File: src/rtl/field_det_pkg.sv
package field_det_pkg;
  // index of each input lane in the shared sampling stage
  localparam int LANE_SYNC = 0;
  localparam int LANE_VERT = 1;
  localparam int LANES     = 2;

  typedef struct packed {
    logic lvl;
    logic rise;
  } lane_t;
endpackage

File: src/rtl/field_det_edge.sv
module field_det_edge
  import field_det_pkg::*;
#(
  parameter int N = 2
) (
  input  logic         clk,
  input  logic         rst_n,
  input  logic [N-1:0] din,
  output lane_t        lane_o [N]
);
  genvar g;
  generate
    for (g = 0; g < N; g++) begin : g_lane
      logic s1_q, s2_q;
      logic s1_d, s2_d;

      always_comb begin
        s1_d = din[g];
        s2_d = s1_q;
      end

      always_ff @(posedge clk or negedge rst_n) begin
        if (!rst_n) begin
          s1_q <= 1'b0;
          s2_q <= 1'b0;
        end else begin
          s1_q <= s1_d;
          s2_q <= s2_d;
        end
      end

      always_comb begin
        lane_o[g].lvl  = s1_q;
        lane_o[g].rise = s1_q & ~s2_q;
      end
    end
  endgenerate
endmodule

File: src/rtl/field_det_gap.sv
module field_det_gap #(
  parameter int CNT_W = 10
) (
  input  logic             clk,
  input  logic             rst_n,
  input  logic             sync_lvl_i,
  input  logic [CNT_W-1:0] limit_i,
  output logic [CNT_W-1:0] cnt_o,
  output logic             hit_o
);
  localparam logic [CNT_W-1:0] CNT_MAX = {CNT_W{1'b1}};

  logic [CNT_W-1:0] cnt_q, cnt_d;
  logic             cnt_en;

  always_comb begin
    cnt_en = sync_lvl_i | (cnt_q != CNT_MAX);
    if (sync_lvl_i) cnt_d = '0;
    else            cnt_d = cnt_q + 1'b1;
  end

  always_ff @(posedge clk or negedge rst_n) begin
    if (!rst_n)      cnt_q <= '0;
    else if (cnt_en) cnt_q <= cnt_d;
  end

  always_comb begin
    cnt_o = cnt_q;
    hit_o = ~sync_lvl_i & (cnt_q >= limit_i);
  end
endmodule

File: src/rtl/field_det_flop.sv
module field_det_flop (
  input  logic clk,
  input  logic rst_n,
  input  logic tog_i,
  input  logic clr_i,
  output logic q_o
);
  logic q_q, q_d, q_en;

  always_comb begin
    q_en = tog_i | clr_i;
    if (clr_i) q_d = 1'b0;
    else       q_d = ~q_q;
  end

  always_ff @(posedge clk or negedge rst_n) begin
    if (!rst_n)    q_q <= 1'b0;
    else if (q_en) q_q <= q_d;
  end

  assign q_o = q_q;
endmodule

File: src/rtl/field_det.sv
module field_det
  import field_det_pkg::*;
#(
  parameter int CNT_W = 10
) (
  input  logic             clk,
  input  logic             rst_n,
  input  logic             sync_i,
  input  logic             vsync_i,
  input  logic [CNT_W-1:0] gap_limit_i,
  output logic             field_odd_o
);
  lane_t            lanes [LANES];
  logic [LANES-1:0] lane_in;
  logic             sync_lvl, sync_rise, vs_rise;
  logic             gap_hit, fld_flop;
  logic [CNT_W-1:0] gap_cnt;
  logic             idx_q, idx_d, idx_en;

  always_comb begin
    lane_in            = '0;
    lane_in[LANE_SYNC] = sync_i;
    lane_in[LANE_VERT] = vsync_i;
  end

  field_det_edge #(.N(LANES)) u_edge (
    .clk    (clk),
    .rst_n  (rst_n),
    .din    (lane_in),
    .lane_o (lanes)
  );

  always_comb begin
    sync_lvl  = lanes[LANE_SYNC].lvl;
    sync_rise = lanes[LANE_SYNC].rise;
    vs_rise   = lanes[LANE_VERT].rise;
  end

  field_det_gap #(.CNT_W(CNT_W)) u_gap (
    .clk        (clk),
    .rst_n      (rst_n),
    .sync_lvl_i (sync_lvl),
    .limit_i    (gap_limit_i),
    .cnt_o      (gap_cnt),
    .hit_o      (gap_hit)
  );

  field_det_flop u_flop (
    .clk   (clk),
    .rst_n (rst_n),
    .tog_i (sync_rise),
    .clr_i (gap_hit),
    .q_o   (fld_flop)
  );

  always_comb begin
    idx_en = vs_rise;
    idx_d  = fld_flop;
  end

  always_ff @(posedge clk or negedge rst_n) begin
    if (!rst_n)      idx_q <= 1'b0;
    else if (idx_en) idx_q <= idx_d;
  end

  assign field_odd_o = idx_q;
endmodule

File: config.mk
export PLATFORM = sky130hd
export DESIGN_NAME = field_det
export DESIGN_NICKNAME = d
export VERILOG_FILES = /design/src/rtl/field_det_pkg.sv /design/src/rtl/field_det_edge.sv /design/src/rtl/field_det_gap.sv /design/src/rtl/field_det_flop.sv /design/src/rtl/field_det.sv
export SDC_FILE = /design/constraint.sdc
export NUM_CORES = 1
export LEC_CHECK = 0
export ABC_AREA = 1
export ABC_CLOCK_PERIOD_IN_PS = 1730
export BUFFER_PORTS_ARGS = -buffer_cell sky130_fd_sc_hd__buf_2
export CAP_MARGIN = 0
export CORE_MARGIN = 5
export CORE_UTILIZATION = 35
export CTS_CLUSTER_SIZE = 28
export DETAILED_ROUTE_END_ITERATION = 10
export GPL_TIMING_DRIVEN = 0
export PLACE_DENSITY_LB_ADDON = 0.2
export SYNTH_ARGS = -nofsm -noshare
export SYNTH_HDL_FRONTEND = slang
export SYNTH_SLANG_ARGS = --single-unit
File: constraint.sdc
create_clock -name clk -period 1.73 [get_ports clk]
set_clock_uncertainty 0.1 [all_clocks]
set_input_delay 0.0865 -clock clk [delete_from_list [all_inputs] [get_ports clk]]
set_output_delay 0.0865 -clock clk [all_outputs]
set_load 0.1 [all_outputs]
Word-level counts from Yosys, hierarchy flattened
Cells that the tools add are included.
Widths: inputs -> output; s select.
- bitwise gates (word level): 9
- add/sub/neg operators: 1
- equality and inequality tests: 1
- mux-type cells: 2
- magnitude comparators: 1
- operators by type and width (cell ; number):
    $add 10x1->10 const B ; 1
    $ge 10x10->1 ; 1
    $mux 10 ; 1
    $ne 10x10->1 const B ; 1
    $not 1->1 ; 4
    $and 1x1->1 ; 3
    $or 1x1->1 ; 2
    $mux 1 ; 1
- logic and storage cells: 21
- input bits: 14
- output and inout bits: 1
- flip-flop bits (word level): 16

Depth between registers and ports, before layout
- depth in word-level cells: 3
- gate-level depth with buffers: 11
- gate-level depth less buffers: 11

Cells and area by module
From an unflattened synthesis, not the netlist that was laid out.
- cell total of the unflattened synthesis: 142
- area, all modules: 1062.3 um^2
- modules (own cells, without submodules) (module ; cells an instance ; instances ; sequential area each (um^2) ; area each (um^2)):
    field_det_gap ; 121 ; 1 ; 250.2 ; 843.3
    field_det_edge ; 10 ; 1 ; 100.1 ; 135.1
    field_det_flop ; 6 ; 1 ; 25.0 ; 43.8
    field_det ; 5 ; 1 ; 25.0 ; 40.0

Least setup slack after synthesis
No wires, ideal clock.
- path type: register -> register
- from: register u_gap.cnt_q[1], in the netlist u_gap.cnt_o[1]
- to: register u_gap.cnt_q[0], in the netlist u_gap.cnt_o[0]
- path buffers: 0
- period minus slack after synthesis: 1.359 ns
- path slack: 0.371 ns
- data required time: 1.507 ns
- library setup time: 0.123 ns
- stages on the path, launching flop included: 9
- arrival: 1.137 ns
- path through: dfrtp_1 > ha_1 > nand2_1 > inv_1 > nand2_4 > nor2_4 > nand3b_4 > nand3_1 > o21ai_1
- cells in the longest elaborated chain, start to end: 2
- RTL lines (item ; RTL line ; text):
    start, declared ; field_det_gap.sv:13 ; logic [CNT_W-1:0] cnt_q, cnt_d;
    start signal, assigned ; field_det_gap.sv:24 ; else if (cnt_en) cnt_q <= cnt_d;
    $ne 10x10->1 ; field_det_gap.sv:17 ; cnt_en = sync_lvl_i | (cnt_q != CNT_MAX);
    $or 1x1->1 ; field_det_gap.sv:17 ;
Every way passes these cells.
A chain may end at the register's enable or synchronous reset.

Worst setup path in the final report
- from: register u_gap.cnt_q[1], in the netlist u_gap.cnt_o[1]
- to: register u_gap.cnt_q[1], in the netlist u_gap.cnt_o[1]
- cells in the longest elaborated chain, start to end: 2
- elaborated cells between the ends (all ways): 4
- classes of those cells: 1 x add/sub; 1 x eq/ne; 1 x mux; 1 x bitwise
- RTL lines (item ; RTL line):
    $add 10x1->10 / $ne 10x10->1 (equally long branches) ; field_det_gap.sv:19, field_det_gap.sv:17
    $mux 10 / $or 1x1->1 (equally long branches) ; field_det_gap.sv:18, field_det_gap.sv:17
Several ways; a longest one is shown, not always the timed one.

==> flow_summary_export.csv <==
group,metric,value,unit
global_routing,grt_pass1_vias,800,
min_path,hold_class,"primary input to asynchronous set/reset pin",
sta,post-route-period-util,88.9,%
critical_path,critPathLaunch,"u_gap.cnt_o[1]$_DFFE_PN0P_",
yosys,synthDominantCellAreaShare,39.6,%
detailed_routing,drtPass1Iterations,4,
cts,clockBufferDepth,2,
sta,tightest_slew,483,ps
die,dieArea,0.00406,mm^2
pwr,p_leak,0.674,nW
place,dp_hpwl,1420,um
sta,setup-tns-final,0,ps
sta,relSlewSlack,68.1,%
critical_path,r2r-start,"u_gap.cnt_o[1]$_DFFE_PN0P_",
global_routing,grt_pass1_wl,3240,um
detailed_routing,route.detailed.drc,0,
global_routing,grt_use_met3,2.28,%
yosys,syn_nets,149,
global_routing,top_usage_layer,"met2",
place,placed_cells,169,
global_routing,use_met1,12.0,%
global_routing,antenna_found_initial,0,
detailed_routing,num_vias,835,
finish,final_common_cell,"inv_1",
yosys,synth_edf_count,0,
die,die_x,63.7,um
sta,finalCriticalPeriod,1540,ps
global_routing,grt_use_met2,16.4,%
detailed_routing,drt-initial-drc-count,15,
sta,rsz0062_at_grt,"no",
critical_path,endpoint_kind,"register",
yosys,synth.distinct_cells,21,
global_routing,grtUsageTotal,9.61,%
die,core,0.00276,mm^2
pwr,cellPowerDensity,657,mW/mm^2
sta,fmax,650,MHz
detailed_routing,vias_per_cell,4.74,
place,port_buffers,14,
sta,fin_ws,192,ps
global_routing,overflow,0,
finish,layout-drive-gt1-share,17.9,%
sta,finalMaxSlewViolations,0,
place,routabilityCongestion,0.814,
die,die_h,63.7,um
sta,final_hold_viol_count,0,
finish,antennaDiodeCount,0,
pwr,vdd_drop_max,495,uV
cts,cts_resized,0,
yosys,synth_seq_cells,16,
cts,numCtsBuffers,3,
finish,final_cell_mix,"inv_1, nand2_1, dfrtp_1",
die,rows,19,
yosys,synthFlopType,"dfrtp_1",
cts,clock_latency,280,ps
critical_path,r2r_cells,8,
yosys,ys_seq_area_share,39.6,%
yosys,yosys.area.top_type,"dfrtp_1",
yosys,synth_area,0.00101,mm^2
job,drv_cap,0,
finish,nets,171,
cts,post_cts_buffers,0,
yosys,postSynth.asyncResetShare,100,%
yosys,avgSynthCellArea,8.15,um^2
place,dp_slack,186,ps
cts,root_buffer,"clkbuf_4",
yosys,netlist_instances,124,
finish,area_growth,17.3,%
cts,clkSlewWorstSetupHoldPaths,100,ps
critical_path,critPathRequiredTime,1800,ps
detailed_routing,drt_wl_total,1800,um
critical_path,cp.arrival,1610,ps
cts,cts.sinks,16,
cts,htreeDepth,1,
cts,cts_tree,"done",
finish,fin_cells,176,
detailed_routing,wl_per_cell,10.2,um
status,status,"complete, no violations",
die,start_util,36.7,%
critical_path,path_class,"register to register",
critical_path,worst-path-max-fanout,7,
sta,setup_viol,0,
yosys,yosysWarnings,0,
global_routing,grt_max_degree,17,
die,pin_count,15,
yosys,synth.top_cells.by_area,"dfrtp_1, ha_1, inv_1, nand2_1, nand3_1",
detailed_routing,drtAntennaViolNets,0,
critical_path,cp-start-kind,"register",
## logic make-up (layout without fill, tap and decap cells)
logic type | Yosys count | count (layout) | share of synthesized area [%]
AND/OR/NAND/NOR | 48 | 48 | 24.8
buffers and inverters | 29 | 50 | 10.8
AO/OA/AOI/OAI | 20 | 20 | 11.3
flip-flops | 16 | 16 | 39.6
adder cells (fa/ha/maj) | 11 | 11 | 13.6
## synthesized netlist by cell type, types with 2 or more instances
cell,instances
dfrtp_1,16
a21oi_1,6
ha_1,11
inv_1,27
a31oi_1,4
o21ai_1,2
nor2_4,3
nand3_1,11
nor2_1,6
o21ai_0,5
nor3_1,3
nand2_1,21
## path summary, 6_finish.rpt
| kind | to | slack (ps) |
|---|---|---|
| max | u_gap.cnt_o[1]$_DFFE_PN0P_ | 190 |
| min | u_flop.q_o$_DFFE_PN0P_ | 130 |
| max reg2reg | u_gap.cnt_o[1]$_DFFE_PN0P_ | 190 |
| min reg2reg | u_edge.g_lane[1].s2_q$_DFF_PN0_ | 320 |
| max in group asynchronous | u_gap.cnt_o[5]$_DFFE_PN0P_ | 1140 |
| min in group clk | u_edge.g_lane[1].s2_q$_DFF_PN0_ | 320 |
## flip-flops by register name, summed over array words and instances (netlist names)
signal / flops
u_flop.q_o: 1
u_edge.g_lane.s1_q: 2
u_gap.cnt_o: 10
field_odd_o: 1
u_edge.g_lane.s2_q: 2
## where the power goes
group / internal, mW / switching [mW]
clock network: 0.128 / 0.118
registers: 0.393 / 0.0138
logic: 0.0423 / 0.0840
total: 0.563 / 0.216
## routing by layer
metal | vias to the layer above | wire length [um]
li1 | 441 | -
met1 | 379 | 869
met2 | 15 | 877
met3 | 0 | 56
met4 | 0 | 0
met5 | - | 0
## area by class of cell
type                    instances  area, um^2
inverters                      29         109
fillers                       285        1570
multi-input cells              79         502
repair buffers                 17         100
clock buffers                   4        36.3
flip-flops and latches         16         400
well taps                      31        38.8
## worst max-delay path: stages (launching register included)
cell,delay (ps)
dfrtp_1,430
ha_1,200
nand2_1,70
inv_1,140
nand2_4,90
nor2_4,110
nand3b_4,130
nand3_1,90
o21ai_1,80
## per-stage QoR
step	total power, mW	hold slack (ps)	utilization (%)	cell area (um^2)
global route	0.827	153	43.0	1190
global placement	0.535	-86.0	40.6	1120
floorplan	0.497	-309	-	1010
detailed placement	0.537	-84.5	40.6	1120
CTS	0.789	128	43.0	1190
finish	0.779	131	43.0	1190
## timing repair
action,CTS,global route
setup endpoints to repair,0,0
hold buffers,3,0
endpoints found under the hold margin,18,0
Note: power is estimated with default switching activity, not from simulation.
